===== config.mk =====
export PLATFORM = sky130hd
export DESIGN_NAME = booth_mul_seq
export DESIGN_NICKNAME = d
export VERILOG_FILES = /design/src/rtl/booth_mul_pkg.sv /design/src/rtl/booth_recode.sv /design/src/rtl/booth_pp.sv /design/src/rtl/booth_stop_detect.sv /design/src/rtl/booth_mul_seq.sv
export SDC_FILE = /design/constraint.sdc
export NUM_CORES = 1
export LEC_CHECK = 0
export ABC_AREA = 1
export BUFFER_PORTS_ARGS = -buffer_cell sky130_fd_sc_hd__buf_2
export CAP_MARGIN = 25
export CORE_ASPECT_RATIO = 1.25
export CORE_MARGIN = 4
export CORE_UTILIZATION = 55
export CTS_CLUSTER_DIAMETER = 150
export CTS_CLUSTER_SIZE = 20
export DETAILED_ROUTE_END_ITERATION = 10
export PLACE_DENSITY = 0.78
export SYNTH_ARGS = -nofsm -noshare
export SYNTH_HDL_FRONTEND = slang
export SYNTH_SLANG_ARGS = --single-unit

===== constraint.sdc =====
create_clock -name clk -period 3.7 [get_ports clk]
set_input_delay 0.74 -clock clk [delete_from_list [all_inputs] [get_ports clk]]
set_output_delay 0.74 -clock clk [all_outputs]
set_load 0.05 [all_outputs]

===== src/rtl/booth_mul_pkg.sv =====
// Shared definitions for the sequential Booth multiplier.
// Assumes: nothing beyond the parameter values passed to the functions.
package booth_mul_pkg;

    // Control phases: wait for start, extend operands, retire one group per cycle.
    typedef enum logic [1:0] {
        PH_IDLE = 2'd0,
        PH_PREP = 2'd1,
        PH_STEP = 2'd2
    } phase_e;

    // Multiplier bits retired per cycle for the chosen build.
    function automatic int grp_bits(input bit ext_mode);
        return ext_mode ? 8 : 2;
    endfunction

endpackage


===== src/rtl/booth_recode.sv =====
// Booth recoder: turns one K-bit multiplier group plus the bit just below it
// into a signed digit = signed(group) + below_bit.
// Assumes: below_bit is 0 for the lowest group.
module booth_recode #(
    parameter int K = 2
) (
    input  logic [K-1:0] grp,
    input  logic         below,
    output logic [K:0]   digit
);
    // Sign-extend the group by one bit and add the incoming bit.
    assign digit = {grp[K-1], grp} + {{K{1'b0}}, below};
endmodule


===== src/rtl/booth_pp.sv =====
// Partial-product generator: multiplicand (already shifted to the group
// position) times a signed Booth digit, modulo 2^PW.
// Assumes: digit is a two's-complement value of K+1 bits.
module booth_pp #(
    parameter int PW = 64,
    parameter int K  = 2
) (
    input  logic [PW-1:0] mcand,
    input  logic [K:0]    digit,
    output logic [PW-1:0] pp
);
    generate
        if (K == 2) begin : g_radix4
            // Radix-4 digit: select 0, +-M or +-2M without a multiplier.
            always_comb begin
                case (digit)
                    3'b001:  pp = mcand;
                    3'b010:  pp = mcand << 1;
                    3'b111:  pp = -mcand;
                    3'b110:  pp = -(mcand << 1);
                    default: pp = '0;
                endcase
            end
        end else begin : g_wide
            logic signed [PW-1:0] dext;
            // Wide digit: sign-extend and use a small signed product.
            assign dext = {{(PW-K-1){digit[K]}}, digit};
            assign pp   = $signed(mcand) * dext;
        end
    endgenerate
endmodule


===== src/rtl/booth_stop_detect.sv =====
// Early-termination detector: decides whether the multiplier bits that are
// still unprocessed (plus the last processed bit, which Booth carries
// upward) contribute nothing more to the product.
// Assumes: rem_nx already holds the remaining bits, arithmetic-shifted.
module booth_stop_detect #(
    parameter bit EXT_MODE = 1'b0,
    parameter int RW       = 33,
    parameter int GCW      = 5,
    parameter int SGRP     = 16,
    parameter int MAXG     = 17
) (
    input  logic [RW-1:0]  rem_nx,
    input  logic           prev_nx,
    input  logic [GCW-1:0] grp_nx,
    output logic           stop
);
    logic zero_rest;
    logic ones_rest;
    logic cap_hit;

    // Remaining contribution is zero when all bits are zero, or all ones.
    assign zero_rest = (rem_nx == '0) && !prev_nx;
    assign ones_rest = (&rem_nx) && prev_nx;
    assign cap_hit   = (grp_nx == GCW'(MAXG));

    generate
        if (EXT_MODE) begin : g_both
            // Wide build: stop on either uniform pattern.
            assign stop = zero_rest || ones_rest || cap_hit;
        end else begin : g_zero_only
            // Narrow build: ones only end the run once every signed group is done.
            assign stop = zero_rest || cap_hit ||
                          (ones_rest && (grp_nx == GCW'(SGRP)));
        end
    endgenerate
endmodule


===== src/rtl/booth_mul_seq.sv =====
// Sequential Booth multiplier with data-dependent early termination.
// One setup cycle extends the latched operands, then one multiplier group
// is retired per cycle until the detector sees no further contribution.
// Assumes: start is honoured only in idle; W is a multiple of the group width.
module booth_mul_seq
    import booth_mul_pkg::*;
#(
    parameter int W        = 32,
    parameter bit EXT_MODE = 1'b0,
    parameter int CYC_W    = 5
) (
    input  logic             clk,
    input  logic             rst_n,
    input  logic             start,
    input  logic [W-1:0]     op_a,
    input  logic [W-1:0]     op_b,
    input  logic [2*W-1:0]   acc_in,
    input  logic             acc_en,
    input  logic             long_en,
    input  logic             signed_en,
    output logic             busy,
    output logic             done,
    output logic [2*W-1:0]   result,
    output logic [CYC_W-1:0] cycles
);
    localparam int K    = grp_bits(EXT_MODE);
    localparam int PW   = 2 * W;
    localparam int RW   = W + 1;
    localparam int MAXG = (RW + K - 1) / K;
    localparam int SGRP = (W + K - 1) / K;
    localparam int GCW  = $clog2(MAXG + 1);

    phase_e          phase;
    logic [W-1:0]    a_q, b_q;
    logic [PW-1:0]   acc_q;
    logic            acce_q, long_q, sgn_q;
    logic [PW-1:0]   mcand_sh;
    logic [RW-1:0]   rem;
    logic            prev_q;
    logic [GCW-1:0]  grp_q;
    logic [PW-1:0]   prod;
    logic [PW-1:0]   res_q;
    logic            done_q;
    logic [CYC_W-1:0] cyc_q;

    logic            sgn_eff;
    logic [K:0]      digit;
    logic [PW-1:0]   pp;
    logic [PW-1:0]   prod_nx;
    logic [RW-1:0]   rem_nx;
    logic            prev_nx;
    logic [GCW-1:0]  grp_nx;
    logic            stop;

    // Short results are always taken as signed so that all-ones can end early.
    assign sgn_eff = sgn_q || !long_q;

    booth_recode #(.K(K)) u_recode (
        .grp   (rem[K-1:0]),
        .below (prev_q),
        .digit (digit)
    );

    booth_pp #(.PW(PW), .K(K)) u_pp (
        .mcand (mcand_sh),
        .digit (digit),
        .pp    (pp)
    );

    // Next-step values for the running sum and the multiplier shifter.
    assign prod_nx = prod + pp;
    assign rem_nx  = {{K{rem[RW-1]}}, rem[RW-1:K]};
    assign prev_nx = rem[K-1];
    assign grp_nx  = grp_q + 1'b1;

    booth_stop_detect #(
        .EXT_MODE (EXT_MODE),
        .RW       (RW),
        .GCW      (GCW),
        .SGRP     (SGRP),
        .MAXG     (MAXG)
    ) u_stop (
        .rem_nx  (rem_nx),
        .prev_nx (prev_nx),
        .grp_nx  (grp_nx),
        .stop    (stop)
    );

    // Control sequence: latch on start, extend, then step until the detector fires.
    always_ff @(posedge clk) begin
        if (!rst_n) begin
            phase    <= PH_IDLE;
            a_q      <= '0;
            b_q      <= '0;
            acc_q    <= '0;
            acce_q   <= 1'b0;
            long_q   <= 1'b0;
            sgn_q    <= 1'b0;
            mcand_sh <= '0;
            rem      <= '0;
            prev_q   <= 1'b0;
            grp_q    <= '0;
            prod     <= '0;
            res_q    <= '0;
            done_q   <= 1'b0;
            cyc_q    <= '0;
        end else begin
            done_q <= 1'b0;
            case (phase)
                PH_IDLE: begin
                    if (start) begin
                        a_q    <= op_a;
                        b_q    <= op_b;
                        acc_q  <= acc_in;
                        acce_q <= acc_en;
                        long_q <= long_en;
                        sgn_q  <= signed_en;
                        cyc_q  <= '0;
                        phase  <= PH_PREP;
                    end
                end
                PH_PREP: begin
                    mcand_sh <= {{W{sgn_eff & a_q[W-1]}}, a_q};
                    rem      <= {sgn_eff & b_q[W-1], b_q};
                    prev_q   <= 1'b0;
                    grp_q    <= '0;
                    prod     <= !acce_q ? '0 :
                                long_q  ? acc_q : {{W{1'b0}}, acc_q[W-1:0]};
                    cyc_q    <= CYC_W'(1);
                    phase    <= PH_STEP;
                end
                default: begin
                    prod     <= prod_nx;
                    mcand_sh <= mcand_sh << K;
                    rem      <= rem_nx;
                    prev_q   <= prev_nx;
                    grp_q    <= grp_nx;
                    cyc_q    <= cyc_q + 1'b1;
                    if (stop) begin
                        res_q  <= long_q ? prod_nx : {{W{1'b0}}, prod_nx[W-1:0]};
                        done_q <= 1'b1;
                        phase  <= PH_IDLE;
                    end
                end
            endcase
        end
    end

    assign busy   = (phase != PH_IDLE);
    assign done   = done_q;
    assign result = res_q;
    assign cycles = cyc_q;
endmodule


==> results.toml <==
[timing]
rsz0062_at_grt = "yes"
min_period_over_period = 1.055
finClkSkew_ns = 0.04945
finalSetupViolations = 53
slew_headroom = 0.3856
timing.hold.ws_ns = 0.3747
fin_ws_ns = -0.2046
fin_crit_ns = 3.905
finalMaxSlewViolations = 0
fmax_ghz = 0.2561
timing_worst_slew_pin_value_ns = 0.9216
finalHoldViolCount = 0
finalSetupTns_ns = -3.438

[worst_setup_path]
start_kind = "register"
arrival_ns = 4.34
crit_top_cell = "nor2_4"
critPathCaptureType = "register"
critPathMaxFanout = 4
slowest_stage = "dfxtp_1"
slowest_delay_ns = 0.36
worstSetupPathType = "reg2reg"
required_ns = 4.14

[clock_network]
h-tree-depth = 1
cts_num_sinks = 370
clk_pin_slew_ns = 0.10
hold_buffers = 0
cts_made_buffers = 22
tritoncts = "yes"
cts.path.max_buffers = 3
cts_root_buffer = "clkbuf_16"
clkLatencyLatePin_ns = 0.59

[floorplan]
start_util = 0.5579
rows = 81
fp.dieH_um = 231.0
core-area_um2 = 39220
io_pins = 205
die-area_um2 = 43060
die_w_um = 186.4

[global_route]
grt_use_met3 = 0.04459
grt_util_met2 = 0.6464
grtUsageMet1 = 0.4860
grt.busiest_layer = "met2"
grt_pass1_wl_mm = 134.9
grt_pass1_vias = 25231
grt_overflow = 0
grt_usage = 0.3851
grt_max_degree = 177
antenna_found_initial = 2

[placed_design]
dp_hpwl_mm = 65.29
place_congestion = 1.054
io_buffers = 204

[run]
max_cap_viol_count = 0

[yosys]
synth_area_per_cell_um2 = 6.511
synth_top_area_frac = 0.3385
synthesis.area_um2 = 21880
yosys_warnings = 0
yosys.cell_types.count = 49
async_flop_share = 0
syn-num-nets = 3566
ys_seq_elements = 370
yosysSeqAreaShare = 0.3385
synth_edf_count = 0
synth_area_leaders = "dfxtp_1, nand2_1, nor2_1, o21ai_0, inv_1"
postSynthCellCount = 3361
synth_top_cell_by_area = "dfxtp_1"
synth_flop_cell = "dfxtp_1"

[drt]
route.detailed.drc = 0
first_iter_violations = 2599
totalWireLength_mm = 92.89
vias = 26950
via_per_inst = 5.985
avgRoutedWirePerCell_um = 20.63
drt_pass1_iterations = 7
drt.antenna.violating_nets = 0

[run_status]
violations = "setup timing"
status = "finished, violations left"

[final_layout]
layout_commonest_cell = "nand2_1"
antennaDiodeCount = 0
most-common-layout-cells = "nand2_1, buf_4, nor2_1, dfxtp_1, inv_1"
nets = 4209
syn_to_final_growth_pct = 43.54
drive_gt1_frac = 0.3578
fillCellCount = 2699

[power_and_ir_drop]
leakage_nw = 14.09
ir_worst_vdd_uv = 429.3
powerDensity_nw_per_um2 = 329.7

[min_path]
hold_class = "in2reg"
-- registers in the layout, indices dropped and copies added (netlist names) --
register / flops
acce_q: 1
long_q: 1
prev_q: 1
mcand_sh: 64
sgn_q: 1
b_q: 32
prod: 64
rem: 33
acc_q: 64
done: 1
result: 64
a_q: 32
cycles: 5
phase: 2
grp_q: 5
-- worst paths after layout --
check                     from          to  slack, ns  cells past startpoint
setup / recovery  mcand_sh[19]    prod[62]      -0.20                     28
hold / removal        op_b[26]     b_q[26]       0.37                      3
setup reg to reg  mcand_sh[19]    prod[62]      -0.20                     28
hold reg to reg     result[28]  result[28]       0.46                      2
-- layout make-up --
| cell class | instances | area (µm²) | area share |
|---|---|---|---|
| Sequential cell | 370 | 7427 | 0.2364 |
| Clock inverter | 1 | 11.26 | 0.0003585 |
| Tap cell | 498 | 623.1 | 0.01984 |
| Multi-Input combinational cell | 2501 | 15770 | 0.5021 |
| Clock buffer | 24 | 579.3 | 0.01844 |
| Timing Repair Buffer | 775 | 5724 | 0.1822 |
| Inverter | 334 | 1275 | 0.04059 |
-- cell usage after synthesis (5+ instances only) --
cell type / instances
o21ai_1: 19
a21oi_1: 224
or2_2: 26
nand3b_1: 17
o22ai_1: 26
ha_1: 70
buf_1: 15
nand3_1: 193
clkbuf_1: 123
nand2_1: 778
nor3_1: 31
dfxtp_1: 370
a22oi_1: 31
o21bai_1: 12
a21o_1: 10
inv_2: 5
o21a_1: 7
a31oi_1: 22
o21ai_0: 264
nor2_1: 517
inv_1: 326
o221ai_1: 19
nand4_1: 31
xor2_1: 61
a221oi_1: 39
nor4_1: 16
a221o_1: 10
o2111ai_1: 24
nor2_4: 5
o211ai_1: 5
buf_2: 13
xnor2_1: 15
-- cells by family (layout without fill, tap and decap cells) --
logic type | Yosys count | in the layout | share of synthesized area
xor+xnor | 76 | 76 | 0.03042
flops | 370 | 370 | 0.3385
fa+ha+maj | 71 | 71 | 0.04094
compound gates | 718 | 718 | 0.1914
simple gates | 1636 | 1636 | 0.3123
buf+inv | 490 | 1134 | 0.08645
-- per-stage QoR --
| step | instance area (µm²) | util | setup WS [ns] | power (mW) | cells |
|---|---|---|---|---|---|
| 6_report | 31410 | 0.8009 | -0.2046 | 10.36 | 4503 |
| 5_1_grt | 31410 | 0.8009 | -0.4501 | 10.74 | 4503 |
| 4_1_cts | 28270 | 0.7209 | -0.08958 | 9.828 | 4446 |
| 3_5_place_dp | 26710 | 0.6811 | -0.6707 | 7.306 | 4388 |
| 3_3_place_gp | 26670 | 0.6799 | -0.6397 | 7.240 | 4386 |
| 2_1_floorplan | 21880 | - | 0.2289 | 6.050 | 3361 |
-- report_power, final --
group / switching, mW / leakage [nW] / internal (mW) / total (mW)
Sequential: 0.231 / 3.03 / 4.26 / 4.49
Combinational: 2.04 / 10.8 / 1.30 / 3.34
Clock: 1.41 / 0.291 / 1.12 / 2.52
Total: 3.68 / 14.1 / 6.68 / 10.4
-- repair_timing --
item	in CTS	in global routing
cloned	0	1
pin swaps	79	203
setup endpoints to repair	109	104
gates resized for setup	220	637
buffers inserted	33	60
-- routing by layer --
| metal | wire, µm | part of all wire | vias to the layer above |
|---|---|---|---|
| met5 | 17 | 0.00018 | - |
| met4 | 7295 | 0.079 | 2 |
| met3 | 8249 | 0.089 | 451 |
| met2 | 42590 | 0.46 | 1673 |
| met1 | 34740 | 0.37 | 12470 |
| li1 | - | - | 12354 |
-- critical path, delay by kind of cell, from the launching register on --
| family | cells | cell delay, ns |
|---|---|---|
| fa+ha+maj | 1 | 0.35 |
| simple gates | 20 | 2.34 |
| flops | 1 | 0.36 |
| compound gates | 1 | 0.06 |
| xor+xnor | 1 | 0.19 |
| buf+inv | 5 | 0.48 |
Power figures use the tool's default switching activity.
